$ cat config.mk
export PLATFORM = sky130hd
export DESIGN_NAME = tpg_guard
export DESIGN_NICKNAME = d
export VERILOG_FILES = /design/src/rtl/tpg_pkg.sv /design/src/rtl/tpg_par_stage.sv /design/src/rtl/tpg_sticky.sv /design/src/rtl/tpg_guard.sv
export SDC_FILE = /design/constraint.sdc
export NUM_CORES = 1
export LEC_CHECK = 0
export BUFFER_PORTS_ARGS = -buffer_cell sky130_fd_sc_hd__buf_2
export CORE_MARGIN = 5
export CORE_UTILIZATION = 38
export DETAILED_ROUTE_END_ITERATION = 8
export GPL_TIMING_DRIVEN = 0
export PLACE_DENSITY = 0.77
export SETUP_SLACK_MARGIN = 0.02
export SYNTH_ARGS = -nofsm -noshare
export SYNTH_HDL_FRONTEND = slang
export SYNTH_SLANG_ARGS = --single-unit
$ cat constraint.sdc
create_clock -name clk -period 1.6 [get_ports clk]
set_input_delay 0.08 -clock clk [delete_from_list [all_inputs] [get_ports clk]]
set_output_delay 0.08 -clock clk [all_outputs]
set_load 0.01 [all_outputs]
$ cat src/rtl/tpg_pkg.sv
`timescale 1ns/1ps
package tpg_pkg;
   localparam int ST_STA = 0;
   localparam int ST_DPE = 1;
   localparam int ST_SSE = 2;
   localparam int ST_N   = 3;
endpackage

$ cat src/rtl/tpg_par_stage.sv
`timescale 1ns/1ps
// Captures the expected parity of one phase and compares it with PAR one clock later.
module tpg_par_stage #(
   parameter int AD_W       = 32,
   parameter int BE_W       = 4,
   parameter bit ODD_PARITY = 1'b0
) (
   input  logic            clk,
   input  logic            rst_n,
   input  logic [AD_W-1:0] ad_i,
   input  logic [BE_W-1:0] cbe_n_i,
   input  logic            par_i,
   input  logic            stb_i,
   input  logic            qual_i,
   output logic            chk_o,
   output logic            err_o
);
   logic exp_par;
   logic exp_q;
   logic chk_q;

   generate
      if (ODD_PARITY) begin : g_odd
         assign exp_par = ~(^{ad_i, cbe_n_i});
      end else begin : g_even
         assign exp_par = ^{ad_i, cbe_n_i};
      end
   endgenerate

   always_ff @(posedge clk) begin
      if (!rst_n) begin
         chk_q <= 1'b0;
         exp_q <= 1'b0;
      end else begin
         chk_q <= stb_i & qual_i;
         exp_q <= exp_par;
      end
   end

   assign chk_o = chk_q;
   assign err_o = chk_q & (par_i != exp_q);
endmodule

$ cat src/rtl/tpg_sticky.sv
`timescale 1ns/1ps
// Bank of sticky status bits, write-1-to-clear, set dominant.
module tpg_sticky #(
   parameter int N = 3
) (
   input  logic         clk,
   input  logic         rst_n,
   input  logic [N-1:0] set_i,
   input  logic [N-1:0] clr_i,
   output logic [N-1:0] q_o
);
   generate
      for (genvar i = 0; i < N; i++) begin : g_bit
         always_ff @(posedge clk) begin
            if (!rst_n)          q_o[i] <= 1'b0;
            else if (set_i[i])   q_o[i] <= 1'b1;
            else if (clr_i[i])   q_o[i] <= 1'b0;
         end
      end
   endgenerate
endmodule

$ cat src/rtl/tpg_guard.sv
`timescale 1ns/1ps
module tpg_guard
   import tpg_pkg::*;
#(
   parameter int AD_W       = 32,
   parameter int BE_W       = 4,
   parameter bit ODD_PARITY = 1'b0
) (
   input  logic            clk,
   input  logic            rst_n,
   input  logic [AD_W-1:0] ad_i,
   input  logic [BE_W-1:0] cbe_n_i,
   input  logic            par_i,
   input  logic            frame_n_i,
   input  logic            addr_stb_i,
   input  logic            data_stb_i,
   input  logic            is_wr_i,
   input  logic            per_en_i,
   input  logic            ser_en_i,
   input  logic [ST_N-1:0] sts_clr_i,
   output logic            abort_req_o,
   output logic            suppress_wr_o,
   output logic            word_vld_o,
   output logic            word_err_o,
   output logic            perr_n_o,
   output logic            serr_n_o,
   output logic            sta_o,
   output logic            dpe_o,
   output logic            sse_o
);
   generate
      if (AD_W != 8 * BE_W) begin : g_bad_width
         $error("tpg_guard: AD_W must be eight times BE_W");
      end
      if (AD_W < 8) begin : g_bad_min
         $error("tpg_guard: AD_W too small");
      end
   endgenerate

   logic            wr_txn_q;
   logic            a_chk, a_err, d_chk, d_err;
   logic            a_multi, a_single;
   logic [ST_N-1:0] st_set, st_q;
   logic            abort_q, sup_q, vld_q, tag_q, perr_q, serr_q;

   always_ff @(posedge clk) begin
      if (!rst_n)          wr_txn_q <= 1'b0;
      else if (addr_stb_i) wr_txn_q <= is_wr_i;
   end

   tpg_par_stage #(.AD_W(AD_W), .BE_W(BE_W), .ODD_PARITY(ODD_PARITY)) u_addr (
      .clk(clk), .rst_n(rst_n), .ad_i(ad_i), .cbe_n_i(cbe_n_i), .par_i(par_i),
      .stb_i(addr_stb_i), .qual_i(is_wr_i), .chk_o(a_chk), .err_o(a_err));

   tpg_par_stage #(.AD_W(AD_W), .BE_W(BE_W), .ODD_PARITY(ODD_PARITY)) u_data (
      .clk(clk), .rst_n(rst_n), .ad_i(ad_i), .cbe_n_i(cbe_n_i), .par_i(par_i),
      .stb_i(data_stb_i), .qual_i(wr_txn_q), .chk_o(d_chk), .err_o(d_err));

   // FRAME# in the cycle after the address is the first data phase's FRAME#.
   assign a_multi  = a_err & ~frame_n_i;
   assign a_single = a_err &  frame_n_i;

   always_comb begin
      st_set         = '0;
      st_set[ST_STA] = a_multi;
      st_set[ST_DPE] = a_err | d_err;
      st_set[ST_SSE] = a_err & ser_en_i;
   end

   tpg_sticky #(.N(ST_N)) u_sticky (
      .clk(clk), .rst_n(rst_n), .set_i(st_set), .clr_i(sts_clr_i), .q_o(st_q));

   always_ff @(posedge clk) begin
      if (!rst_n) begin
         abort_q <= 1'b0;
         sup_q   <= 1'b0;
         vld_q   <= 1'b0;
         tag_q   <= 1'b0;
         perr_q  <= 1'b0;
         serr_q  <= 1'b0;
      end else begin
         abort_q <= a_multi;
         serr_q  <= a_err & ser_en_i;
         perr_q  <= d_err & per_en_i;
         vld_q   <= d_chk;
         tag_q   <= d_err;
         if (a_single)        sup_q <= 1'b1;
         else if (addr_stb_i) sup_q <= 1'b0;
      end
   end

   assign abort_req_o   = abort_q;
   assign suppress_wr_o = sup_q;
   assign word_vld_o    = vld_q;
   assign word_err_o    = tag_q;
   assign perr_n_o      = ~perr_q;
   assign serr_n_o      = ~serr_q;
   assign sta_o         = st_q[ST_STA];
   assign dpe_o         = st_q[ST_DPE];
   assign sse_o         = st_q[ST_SSE];
endmodule

After elaboration in Yosys (flattened, before gate mapping)
Index checks and enable logic that the tools add are counted.
Storage, ports and cells
  flip-flop bits (word level): 13
  output and inout port bits: 9
  logic and storage cells: 39
Operators by class
  equality and inequality tests: 1
  muxes and demuxes: 8
  bitwise logic cells: 12
  reduce and logical (&&, ||, !) cells: 5
Operators with widths (count)
  36-bit parity: 1
  1-bit bitwise AND: 8
  1-bit 2-to-1 mux: 8
  2-bit nonzero test: 4
  1-bit inverter: 3
  1-bit != test: 1
  1-bit OR: 1

Depth between registers and ports, before layout
Gate-level depths: netlist of run 1.
  depth after elaboration: 4
  gate-level depth with buffers: 5
  mapped depth without buffers: 5

Cells and area by module
From an unflattened synthesis of run 1, not the netlist that was laid out.
Unflattened totals
  cell total of the unflattened synthesis: 113
  area, all modules: 1144.8 µm²
Modules (own cells, without submodules)
  tpg_par_stage: instances 2, cells each 41, area an instance 392.9 µm², seq. area each 40.0 µm²
  tpg_guard: instances 1, cells each 22, area an instance 235.2 µm², seq. area each 140.1 µm²
  tpg_sticky: instances 1, cells each 9, area an instance 123.9 µm², seq. area each 60.1 µm²

Worst setup path before layout of run 1
OpenSTA, ideal clock, no wires.
  path kind: input to register
  start point: in ad_i[24]
  end point: reg u_data.exp_q
  library setup time: 0.072 ns
  data arrival time: 1.151 ns
  path slack: 0.377 ns
  stages: 5
  buffers on the path: 0
  cells stage by stage: xor2_1 xnor2_1 xnor3_1 or2_2 mux2i_1
On the way
  longest elaborated chain between the ends: 1
Ends and longest elaborated chain
  start, declared: line tpg_guard.sv:11  | input logic [AD_W-1:0] ad_i,
  36-bit parity: line tpg_par_stage.sv:26  | assign exp_par = ^{ad_i, cbe_n_i};
  end signal, assigned: line tpg_par_stage.sv:36  | exp_q <= exp_par;
  end, declared: line tpg_par_stage.sv:19  | logic exp_q;
No other way between the ends.
A chain may end at the register's enable or synchronous reset.

==> flow_summary.json, run 1 <==
{
  "post_cts_buffers": 0,
  "drv_slew": 0,
  "cp-start-kind": "flop",
  "core.rowCount": 16,
  "tightest_slew_ps": 366,
  "reg2reg_slack_ps": 440,
  "crit_start": "u_data.exp_q",
  "syn_inst": 73,
  "via_per_inst": 4.34,
  "synth_fp_nets": 121,
  "min_path_type": "input port to flop",
  "cts_buffer_depth": 2,
  "r2r_end": "u_sticky.q_o[2]",
  "multi_input_area_um2": 455,
  "coreArea_um2": 1900,
  "cts_num_sinks": 13,
  "dp_slack_ps": 203,
  "ctsHoldBuffers": 2,
  "io_buffers": 55,
  "antenna_left": 0,
  "top_register": "u_sticky.q_o",
  "async_reset_ff_frac": 0,
  "wl_met2_um": 866,
  "fmax_ghz": 0.860,
  "slew-limit-headroom": 0.756,
  "drt-met1-wl_um": 576,
  "cts_resized": 0,
  "pin_count": 57,
  "cts_tree": "done",
  "via_count": 699,
  "endpoint_kind": "flop",
  "grt_pass1_wl_um": 2480,
  "p_leak_uw": 0.000547,
  "nFillCells": 175,
  "diodes": 0,
  "wirelength_um": 1660,
  "ir_worst_vdd_mv": 0.603,
  "drt_first_pass_iters": 4,
  "setup_tns_ps": 0,
  "crit_arrival_ps": 1340,
  "yosysTopAreaCellShare": 0.353,
  "whs_path_depth": 2,
  "drc": 0,
  "hpwl_um": 1420,
  "hp-start": "per_en_i",
  "hold_violations": 0,
  "synth_area_um2": 738,
  "die_area_um2": 2920,
  "largest_reg_flops": 3,
  "required_ps": 1780,
  "ff2ff_path_depth": 4,
  "final-seq-area_um2": 260,
  "drt_iter0_drc": 9,
  "gr-total-overflow": 0,
  "ys_seq_area_frac": 0.353,
  "status": "complete, no violations",
  "wl_per_cell_um": 10.3,
  "top_layer": "met4",
  "yosysWarnings": 0,
  "holdPathEnd": "perr_q",
  "numCtsBuffers": 3,
  "hold_ws_ps": 21.0,
  "clock-skew-final_ps": 8.04,
  "clk_pin_slew_worst_paths_ps": 80,
  "fp.dieW_um": 54.1,
  "maxCapViolCount": 0,
  "finalCritPeriodShare": 0.727,
  "initial_core_util": 0.388,
  "fin_ws_ps": 437,
  "antenna_found_initial": 0,
  "grt.total_usage": 0.116,
  "ys.flop_type": "dfxtp_1",
  "rr_startpoint": "u_data.exp_q",
  "avgSynthCellArea_um2": 10.1,
  "rsz0062_at_grt": "false",
  "yosysUniqueCellTypes": 20,
  "grt_max_degree": 11,
  "critPathKind": "flop to flop",
  "netlist_top_cells_area": "dfxtp_1 (35%), xnor2_1 (30%), xnor3_1 (6.1%)",
  "yosysTopAreaCell": "dfxtp_1",
  "wl_met3_um": 211,
  "nNetsFinal": 183,
  "ctsHtreeMaxLevel": 1,
  "synth-edff-count": 0,
  "drive_gt1_frac": 0.448,
  "crit_fanout": 5,
  "power.density_nw_per_um2": 841,
  "place_congestion": 0.711,
  "min_period_ps": 1160,
  "clock_latency_ps": 280,
  "setup_violations": 0,
  "die_y_um": 54.1,
  "grt_pass1_vias": 665,
  "area_growth_pct": 48.1,
  "ys_ff_latch": 13,
  "clockRootBuffer": "clkbuf_4"
}
## area by class of cell
class,instances,share of cell area
Buffer,1,0.00343
Clock buffer,4,0.0240
Inverter,5,0.0172
Multi-Input combinational cell,54,0.416
Sequential cell,13,0.238
Tap cell,27,0.0309
Timing Repair Buffer,57,0.270
## cell families after synthesis
family,Yosys count,share of synthesized area
compound gates,5,0.0475
xor+xnor,33,0.439
buf+inv,6,0.0305
flops,13,0.353
mux,2,0.0271
simple gates,14,0.103
## through the flow
step,utilization,cell area (um^2),instances,total power [uW]
CTS,0.575,1090,161,928
floorplan,-,738,73,629
finish,0.575,1090,161,919
global route,0.575,1090,161,980
global placement,0.551,1050,155,719
detailed placement,0.551,1050,155,727
## worst max-delay path: stages, from the launching register on
cell and delay, ps:
dfxtp_1 310, xor2_1 190, and3_1 220, and2_1 170
a31o_1 180
## metal layers
| layer | GRT usage | vias to the layer above |
|---|---|---|
| met4 | 0.0373 | 0 |
| met5 | 0 | - |
| li1 | - | 354 |
| met2 | 0.230 | 35 |
| met3 | 0.0388 | 2 |
| met1 | 0.109 | 308 |
## report_power, final
part	leakage [uW]	switching [uW]	internal, uW
Clock	0.0000150	104	96.6
Sequential	0.000106	7.71	344
Combinational	0.000426	135	232
## how the worst max path moves through the flow
stage | to | slack (ps) | depth (start not counted)
2_1_floorplan | u_data.exp_q | 380 | 5
3_3_place_gp | u_data.exp_q | 200 | 6
3_5_place_dp | u_data.exp_q | 200 | 6
4_1_cts | u_sticky.q_o[2] | 430 | 4
5_1_grt | u_sticky.q_o[2] | 350 | 4
6_report | u_sticky.q_o[2] | 440 | 4
## cells in the final DEF, fill, tap and decap left out, drive strengths merged
master,n
xor2,5
a21oi,1
mux2i,2
a32o,1
nor2,2
buf,55
o21ai,1
nand3,1
nand2,2
xnor3,2
dlygate4sd3,2
a31o,1
or2,1
clkbuf,5
and3,4
and2,3
inv,5
o22ai,1
xnor2,26
dfxtp,13
nand2b,1
## synthesized netlist by cell type (all sizes together) (2+ instances only)
master / number
nor2: 2
xnor2: 26
dfxtp: 13
xnor3: 2
and2: 3
nand2: 2
mux2i: 2
inv: 5
xor2: 5
and3: 4
No activity file was read; power rests on OpenSTA's default activity.
==> inputs of run 2 (changes only) <==
CORE_UTILIZATION = 35   (was 38)
PLACE_DENSITY = 0.75   (was 0.77)
clock period = 1 ns   (was 1.6 ns; I/O delays follow)
==> run 2 against run 1 <==
Effect of this change: the run now ends with negative setup slack left; cell area increased by 19%; flip-flop and latch count unchanged; routed wire length up 10%; worst hold slack lost 11 ps; non-clock buffer count rose by 4.
==> flow_summary.json, run 2 (synthesized netlist as in run 1, its figures left out) <==
{
  "status": "finished with violations",
  "violations": "negative setup slack",
  "fin_ws_ps": -68.0,
  "cts_buffer_depth": 2,
  "tightest_slew_ps": 459,
  "place_congestion": 0.682,
  "finalCritPeriodShare": 1.07,
  "drt_first_pass_iters": 4,
  "worst_path_max_delay_cell": "dfxtp_2",
  "grt.total_usage": 0.118,
  "clock_latency_ps": 280,
  "cts_num_sinks": 13,
  "drive_gt1_frac": 0.580,
  "p_comb_frac": 0.464,
  "die_y_um": 55.9,
  "required_ps": 1170,
  "switching_power_uw": 451,
  "drc": 0,
  "antenna_left": 0,
  "gr-total-overflow": 0,
  "nNetsFinal": 187,
  "setup_violations": 3,
  "die_area_um2": 3130,
  "fin_cells": 165,
  "io_buffers": 55,
  "initial_core_util": 0.372,
  "core.rowCount": 16,
  "endpoint_kind": "flop",
  "drv_slew": 0,
  "rsz0062_at_grt": "true",
  "grt_pass1_vias": 744,
  "coreArea_um2": 1980,
  "clkPwrFrac": 0.191,
  "clk_pin_slew_worst_paths_ps": 70,
  "crit_arrival_ps": 1240,
  "diodes": 0,
  "grt_max_degree": 11,
  "path_cells": "xor2_2 > and3_4 > and2_4 > a31o_1",
  "cts_tree": "done",
  "crit_fanout": 2,
  "clock-skew-final_ps": 2.72,
  "drt_iter0_drc": 9,
  "fp.dieW_um": 55.9,
  "crit_family": "flip-flops",
  "numCtsBuffers": 3,
  "wirelength_um": 1830,
  "cp-start-kind": "flop",
  "antenna_found_initial": 0,
  "pin_count": 57,
  "largest_reg_flops": 3,
  "hold_violations": 0,
  "fmax_ghz": 0.936,
  "p_sw_frac": 0.272,
  "slew-limit-headroom": 0.694,
  "setup_tns_ps": -100,
  "ir_worst_vdd_mv": 0.857,
  "via_count": 713,
  "maxCapViolCount": 0,
  "min_path_type": "input port to flop",
  "ctsHtreeMaxLevel": 1,
  "power.density_nw_per_um2": 1270,
  "p_leak_uw": 0.000639,
  "top_register": "u_sticky.q_o",
  "layout_commonest_cell": "buf_2",
  "clockRootBuffer": "clkbuf_4",
  "mostFrequentLayoutCells": "buf_2 (50), xnor2_1 (15), dfxtp_1 (12)",
  "critPathKind": "flop to flop",
  "via_per_inst": 4.32,
  "wl_per_cell_um": 11.1,
  "min_period_ps": 1070,
  "grt_pass1_wl_um": 3010,
  "hpwl_um": 1530,
  "seqPwrFrac": 0.346,
  "final_util": 0.658,
  "intPower_uw": 1210,
  "area_growth_pct": 76.8,
  "place_inst": 155,
  "max_stage_delay_ps": 330,
  "critical_path_buf_inv_count": 0
}
==> run 2: layout make-up <==
cell class	count	area, um^2
Tap cell	27	33.8
Fill cell	153	677
Clock buffer	4	26.3
Multi-Input combinational cell	54	596
Buffer	1	3.75
Sequential cell	13	262
Inverter	5	18.8
Timing Repair Buffer	61	365
==> run 2: metrics by stage <==
step	cell area, um^2	power (uW)	hold WS (ps)	worst slack, ps
finish	1310	1660	10.2	-68.0
global route	1310	1760	16.0	-106
CTS	1230	1600	1.99	-97.2
detailed placement	1120	1220	243	-344
global placement	1120	1200	229	-333
floorplan	808	1050	122	-129
==> run 2: per-layer routing <==
layer  routed length (um)  track usage  vias up  part of all wire
met5                    0            0        -                 0
met4                   11       0.0305        0            0.0060
met3                  157       0.0441        3             0.086
met2                 1110        0.226       29              0.61
met1                  550        0.118      320              0.30
li1                     -            -      361                 -
==> run 2: power groups by stage <==
stage	Sequential (uW)	Combinational [uW]	Clock [uW]
after global placement	579	625	0
after floorplan	583	465	0
final	573	768	316
after CTS	573	700	324
after detailed placement	581	637	0
after global routing	577	832	346
==> run 2: repair_timing <==
action | 4_1_cts | 5_1_grt
setup endpoints to repair | 4 | 6
buffers inserted | 1 | 1
pin swaps | 7 | 11
hold endpoints to repair | 3 | 1
hold buffers | 3 | 1
gates resized for setup | 8 | 16
==> run 2: worst reg2reg max path: cells and delay by family, from the launching register on <==
family           cells  cell delay (ps)
flip-flops           1              330
AO/OA/AOI/OAI        1              180
XOR/XNOR             1              150
AND/OR/NAND/NOR      2              310
==> run 2: path summary, 6_finish.rpt <==
kind	from	end	slack (ps)	cells after the start
worst max-delay path	u_data.exp_q	u_sticky.q_o[2]	-70	4
worst min-delay path	is_wr_i	u_addr.chk_o	10	2
worst max register to register	u_data.exp_q	u_sticky.q_o[2]	-70	4
worst min register to register	u_sticky.q_o[1]	u_sticky.q_o[1]	480	2
